$ cat src/rtl/irqc_pkg.sv
// Shared types for the interrupt coalescing controller.
// Assumes: nothing beyond IEEE 1800-2017.
package irqc_pkg;

    // Scheduling command that the top-level glue hands to the timer and the line.
    typedef struct packed {
        logic now;   // raise the line on this edge
        logic load;  // request a delayed deadline
        logic drop;  // cancel any running countdown
    } sched_t;

endpackage

$ cat src/rtl/irqc_cause_regs.sv
// Cause status and mask registers with reserved-bit protection.
// Computes the next-state view (status_nx & mask_nx) that scheduling decides on.
// Assumes: RSV marks bits that may never be posted or cleared.
module irqc_cause_regs #(
    parameter int unsigned NC = 8,
    parameter logic [NC-1:0] RSV = 8'hC0,
    parameter logic [NC-1:0] RST_MASK = 8'h26
) (
    input  logic          clk,
    input  logic          rst_n,
    input  logic [NC-1:0] post_vec,
    input  logic [NC-1:0] clear_vec,
    input  logic          mask_we,
    input  logic [NC-1:0] mask_wdata,
    output logic [NC-1:0] status_q,
    output logic [NC-1:0] mask_q,
    output logic          err_q,
    output logic          post_hit,
    output logic          clear_hit,
    output logic          mask_diff,
    output logic [NC-1:0] pend_nx
);
    logic          post_bad, clr_bad;
    logic [NC-1:0] post_ok, clr_ok, status_nx, mask_nx;

    // Screen the request vectors and form the next register values.
    always_comb begin
        post_bad  = |(post_vec & RSV);
        clr_bad   = |(clear_vec & RSV);
        post_ok   = post_bad ? '0 : post_vec;
        clr_ok    = clr_bad ? '0 : clear_vec;
        post_hit  = |post_ok;
        clear_hit = |clr_ok;
        mask_diff = mask_we && (mask_wdata != mask_q);
        status_nx = (status_q & ~clr_ok) | post_ok;
        mask_nx   = mask_diff ? mask_wdata : mask_q;
        pend_nx   = status_nx & mask_nx;
    end

    // Register status, mask and the error pulse.
    always_ff @(posedge clk) begin
        if (!rst_n) begin
            status_q <= '0;
            mask_q   <= RST_MASK;
            err_q    <= 1'b0;
        end else begin
            status_q <= status_nx;
            mask_q   <= mask_nx;
            err_q    <= post_bad | clr_bad;
        end
    end

    assert_rsv_clean_R2: assert property (@(posedge clk) disable iff (!rst_n)
        (status_q & RSV) == '0);
    assert_reject_flag_R2: assert property (@(posedge clk) disable iff (!rst_n)
        (|((post_vec | clear_vec) & RSV)) |=> err_q);
endmodule

$ cat src/rtl/irqc_deadline.sv
// Coalescing countdown: zero means idle, one means the deadline is this edge.
// A load only takes effect when it is earlier than the running deadline.
// Assumes: load is never requested with a delay of zero (the glue raises at once instead).
module irqc_deadline #(
    parameter int unsigned DW = 8
) (
    input  logic          clk,
    input  logic          rst_n,
    input  logic          load,
    input  logic [DW-1:0] delay,
    input  logic          drop,
    output logic          expire
);
    logic [DW-1:0] cnt;

    // Flag the edge on which the running deadline is due.
    always_comb expire = (cnt == DW'(1));

    // Count down, reload on an earlier request, clear on cancel.
    always_ff @(posedge clk) begin
        if (!rst_n) begin
            cnt <= '0;
        end else if (drop) begin
            cnt <= '0;
        end else if (load && (cnt == '0 || delay < cnt)) begin
            cnt <= delay;
        end else if (cnt != '0) begin
            cnt <= cnt - DW'(1);
        end
    end

    assert_step_down_R6: assert property (@(posedge clk) disable iff (!rst_n)
        (cnt != '0 && !drop && (!load || delay >= cnt)) |=> cnt == $past(cnt) - DW'(1));
    assert_no_later_R6: assert property (@(posedge clk) disable iff (!rst_n)
        (cnt != '0 && !drop) |=> cnt < $past(cnt));
endmodule

$ cat src/rtl/irqc_line.sv
// Single outstanding CPU interrupt line, plus edge detection on the enable.
// Priority per edge: withdraw/enable-off, then fire, then acknowledge.
// Assumes: fire is only requested while a masked cause is pending.
module irqc_line (
    input  logic clk,
    input  logic rst_n,
    input  logic enable,
    input  logic fire,
    input  logic withdraw,
    input  logic ack,
    output logic irq,
    output logic en_rise,
    output logic en_fall
);
    logic en_q;

    // Detect enable transitions against the last sampled value.
    always_comb begin
        en_rise = enable & ~en_q;
        en_fall = ~enable & en_q;
    end

    // Hold the outstanding interrupt; a second fire while high changes nothing.
    always_ff @(posedge clk) begin
        if (!rst_n) begin
            irq  <= 1'b0;
            en_q <= 1'b0;
        end else begin
            en_q <= enable;
            if (withdraw || !enable) irq <= 1'b0;
            else if (fire)           irq <= 1'b1;
            else if (ack)            irq <= 1'b0;
        end
    end

    assert_off_quiet_R10: assert property (@(posedge clk) disable iff (!rst_n)
        !enable |=> !irq);
    assert_ack_drops_R7: assert property (@(posedge clk) disable iff (!rst_n)
        (ack && !fire) |=> !irq);
endmodule

$ cat src/rtl/irq_coalesce.sv
// Masked interrupt coalescing controller, top level.
// Decides per cycle whether to raise at once, request a delayed deadline or
// withdraw the line, based on the next-state masked causes.
// Assumes: inputs are synchronous to clk; software decodes its own registers.
module irq_coalesce #(
    parameter int unsigned NC = 8,
    parameter int unsigned DW = 8,
    parameter logic [NC-1:0] RSV = 8'hC0,
    parameter logic [NC-1:0] URGENT = 8'h24,
    parameter logic [NC-1:0] RST_MASK = 8'h26
) (
    input  logic          clk,
    input  logic          rst_n,
    input  logic [NC-1:0] post_vec,
    input  logic [NC-1:0] clear_vec,
    input  logic          mask_we,
    input  logic [NC-1:0] mask_wdata,
    input  logic          enable,
    input  logic [DW-1:0] delay_cfg,
    input  logic          cpu_ack,
    output logic          irq,
    output logic [NC-1:0] status,
    output logic [NC-1:0] mask,
    output logic          err
);
    import irqc_pkg::*;

    logic          post_hit, clear_hit, mask_diff;
    logic [NC-1:0] pend_nx;
    logic          any_pend, urgent_pend, withdraw, expire, en_rise, en_fall;
    sched_t        cmd;

    irqc_cause_regs #(.NC(NC), .RSV(RSV), .RST_MASK(RST_MASK)) u_regs (
        .clk(clk), .rst_n(rst_n), .post_vec(post_vec), .clear_vec(clear_vec),
        .mask_we(mask_we), .mask_wdata(mask_wdata), .status_q(status),
        .mask_q(mask), .err_q(err), .post_hit(post_hit), .clear_hit(clear_hit),
        .mask_diff(mask_diff), .pend_nx(pend_nx)
    );

    // Turn this cycle's events into one scheduling command.
    always_comb begin
        any_pend    = |pend_nx;
        urgent_pend = |(pend_nx & URGENT);
        withdraw    = !any_pend && (clear_hit || mask_diff);
        cmd.now     = enable && any_pend &&
                      ((post_hit && (urgent_pend || delay_cfg == '0)) ||
                       mask_diff || en_rise);
        cmd.load    = enable && any_pend && post_hit && !cmd.now;
        cmd.drop    = withdraw || cmd.now || !enable;
    end

    irqc_deadline #(.DW(DW)) u_timer (
        .clk(clk), .rst_n(rst_n), .load(cmd.load), .delay(delay_cfg),
        .drop(cmd.drop), .expire(expire)
    );

    irqc_line u_line (
        .clk(clk), .rst_n(rst_n), .enable(enable), .fire(cmd.now | expire),
        .withdraw(withdraw), .ack(cpu_ack), .irq(irq),
        .en_rise(en_rise), .en_fall(en_fall)
    );

    assert_line_needs_cause_R11: assert property (@(posedge clk) disable iff (!rst_n)
        irq |-> |(status & mask));
    assert_urgent_now_R5: assert property (@(posedge clk) disable iff (!rst_n)
        (enable && post_hit && urgent_pend) |=> irq);
    assert_rise_enabled_R10: assert property (@(posedge clk) disable iff (!rst_n)
        $rose(irq) |-> $past(enable));
    assert_fall_quiet_R10: assert property (@(posedge clk) disable iff (!rst_n)
        en_fall |=> !irq);
endmodule

$ cat config.mk
export PLATFORM = sky130hd
export DESIGN_NAME = irq_coalesce
export DESIGN_NICKNAME = d
export VERILOG_FILES = /design/src/rtl/irqc_pkg.sv /design/src/rtl/irqc_cause_regs.sv /design/src/rtl/irqc_deadline.sv /design/src/rtl/irqc_line.sv /design/src/rtl/irq_coalesce.sv
export SDC_FILE = /design/constraint.sdc
export NUM_CORES = 1
export LEC_CHECK = 0
export ABC_AREA = 1
export BUFFER_PORTS_ARGS = -buffer_cell sky130_fd_sc_hd__buf_2
export CAP_MARGIN = 30
export CELL_PAD_IN_SITES_DETAIL_PLACEMENT = 1
export CELL_PAD_IN_SITES_GLOBAL_PLACEMENT = 1
export CORE_MARGIN = 2
export CORE_UTILIZATION = 38
export CTS_CLUSTER_DIAMETER = 120
export DETAILED_ROUTE_END_ITERATION = 10
export GPL_TIMING_DRIVEN = 0
export PLACE_DENSITY = 0.95
export SETUP_SLACK_MARGIN = 0.05
export SYNTH_ARGS = -nofsm -noshare
export SYNTH_HDL_FRONTEND = slang
export SYNTH_SLANG_ARGS = --single-unit
$ cat constraint.sdc
create_clock -name clk -period 4.48 [get_ports clk]
set_input_delay 0.672 -clock clk [delete_from_list [all_inputs] [get_ports clk]]
set_output_delay 0.672 -clock clk [all_outputs]
set_load 0.01 [all_outputs]
==> run summary <==
sequential area share after synthesis: 0.2837
Root Driver: clkbuf_8
Die W: 74.82 um
nets: 392
H-tree levels: 1
maximum clock path buffer count: 2
count of cells resized by post-cts repair: 0
Final Hold Viols: 0
Die H: 74.82 um
most common cell after layout, fill and taps aside: nand2_1
xor and xnor fraction of the mapped netlist area: 0.03217
Core Rows: 25
syn_area_per_cell: 6.617 sq um
setup repair bufs after CTS: 0
Placed Instance Area: 2255 sq um
Worst Path Required: 4670 ps
post-synthesis compound-gate area fraction: 0.07223
drt total wl: 5330 um
clk_lat worst skew: 280 ps
Hold WC Path Type: reg2reg
Iter 0 DRT Violations: 44
Multi-input gate area: 1119 sq um
mapped cell area: 1906 sq um
total number of vias: 1999
Setup crit end kind: flop
CP max FO: 10
largest family of logic cells by synthesized area: simple AND/OR/NAND/NOR gates
Worst IR Drop VDD: 0.1211 mV
simple-gate portion of the synthesized area: 0.4235
total clock sinks: 27
Max-cap violations: 0
Hold Buf Count CTS: 0
WHS Endpoint: u_regs.status_q[6]
port bufs: 53
RSZ-0062 raised after global routing: false
first-pass GRT wire length: 8811 um
largest net degree at the start of global routing: 16
reg2reg setup slack: 2260 ps
Max Slew Vio Count: 0
Routed wire per std cell: 12.94 um
post-route design area: 2301 sq um
LEAKAGE: 1.292 nW
Post-DRT Antenna Nets: 0
Reg clk slew, reported paths: 100 ps
#FFs+latches synth: 27
highest clock rate: 0.4440 GHz
Starting Density: 0.3982
Hold Path Cell Cnt: 2
CTS tree: yes
commonest non-fill, non-tap cells in the layout: nand2_1 (71), inv_1 (55), buf_2 (54), nand3_1 (29), dfxtp_1 (27)
die footprint: 5597 sq um
Syn Nets: 334
layout cell share with drive strength beyond 1: 0.2580
placer congestion estimate: 0.8671
Reg2Reg Capture Point: u_timer.cnt[1]
grt ovf: 0
Cell Pwr Density: 292.3 nW/um^2
Worst Setup SP: delay_cfg[1]
DRC: 0
Distinct cells, synth: 31
io pins: 55
min cycle time layout: 2252 ps
final clock skew: 1.412 ps
Worst Tran Pin Value: 664.7 ps
drt first pass iters: 4
Arr. time, crit path: 2440 ps
cells after synthesis: 288
Area Growth Syn to Fin: 20.75%
post-DP HPWL: 4469 um
mux share of post-synthesis cell area: 0
# diodes: 0
Storage cell area: 540.5 sq um
initial antenna violation count: 0
Core Box Area: 4786 sq um
setup TNS: 0 ps
# fillers: 699
RR Startpoint: u_timer.cnt[1]
Worst Min Path Start: u_regs.status_q[6]
Critical Path Source Type: primary input
max_slew headroom: 0.5522
vias per cell: 4.852
run status: completed
crit path kind: in2reg
reg2reg path depth: 12
Post-Synth Adder-Cell Area: 0.05909
Num CTS Buffers: 3
Final period util: 0.5027
Warnings, synthesis: 0
gr usage total: 0.2075
vias in the first global route: 1984
Final setup viols: 0
==> metal layers <==
layer | vias to the layer above | GRT usage | part of all wire
li1 | 1008 | - | -
met1 | 936 | 0.2486 | 0.44
met2 | 50 | 0.3864 | 0.51
met3 | 5 | 0.01874 | 0.038
met4 | 0 | 0.07143 | 0.016
met5 | - | 0 | 0
==> power breakdown <==
| part | internal, mW | switching, mW | total (mW) |
|---|---|---|---|
| combinational | 0.0958 | 0.162 | 0.258 |
| clock | 0.0627 | 0.0852 | 0.148 |
| sequential | 0.256 | 0.0116 | 0.267 |
| total | 0.414 | 0.259 | 0.673 |
==> cells in the mapped netlist (all sizes together) <==
cell type / count / area (sq um)
a21oi: 10 / 50.05
a22oi: 2 / 15.01
a31oi: 2 / 12.51
buf: 1 / 5.000
clkbuf: 1 / 3.750
clkinv: 1 / 5.000
dfxtp: 27 / 540.5
ha: 9 / 112.6
inv: 62 / 232.7
nand2: 81 / 357.9
nand3: 32 / 190.2
nand3b: 3 / 22.52
nand4: 3 / 33.78
nor2: 29 / 157.7
nor3: 3 / 26.28
nor4: 3 / 18.77
o21ai: 12 / 60.05
xnor2: 4 / 35.03
xor2: 3 / 26.28
==> metrics by stage <==
step / setup slack, ps / hold slack (ps) / power [mW] / std cells / utilization
finish: 2228 / 453.3 / 0.6727 / 412 / 0.4808
detailed placement: 1875 / 442.3 / 0.5300 / 408 / 0.4711
floorplan: 2342 / 463.7 / 0.4547 / 288 / -
CTS: 2184 / 457.8 / 0.6791 / 412 / 0.4808
global placement: 1945 / 430.3 / 0.5165 / 408 / 0.4711
global route: 1994 / 479.4 / 0.7233 / 412 / 0.4808
==> flip-flops by register name, indices dropped and copies added, names as in the netlist <==
signal           flops
u_timer.cnt          8
u_regs.err_q         1
u_regs.status_q      8
u_line.irq           1
u_line.en_q          1
u_regs.mask_q        8
==> layout make-up <==
class,instances,share of cell area
inverter,63,0.1033
buffer,2,0.003806
tap,67,0.03643
multi-input combinational,196,0.4861
sequential,27,0.2349
clock buffer,3,0.01794
timing repair buffer,53,0.1153
clock inverter,1,0.002175
==> worst max-delay path: stages <==
cell	delay, ps
buf_2	110
ha_1	270
o21ai_0	80
nand2_1	70
nand3_1	70
a21oi_1	60
o21ai_0	530
nand4_4	270
nand2_1	120
nand3_1	70
nand2_1	70
inv_1	50
==> kinds of logic after synthesis <==
family	Yosys count
AND/OR/NAND/NOR	154
buffers and inverters	65
flip-flops	27
AO/OA/AOI/OAI	26
adder cells (fa/ha/maj)	9
XOR/XNOR	7
==> how the worst max path moves through the flow <==
stage | endpoint | slack, ps | cells past startpoint
after CTS | u_timer.cnt[1] | 2180 | 12
after floorplan | u_timer.cnt[0] | 2340 | 9
after global placement | u_timer.cnt[1] | 1950 | 10
final | u_timer.cnt[1] | 2230 | 12
after global routing | u_timer.cnt[4] | 1990 | 11
after detailed placement | u_timer.cnt[1] | 1870 | 12
Note: power is estimated with default switching activity, not from simulation.
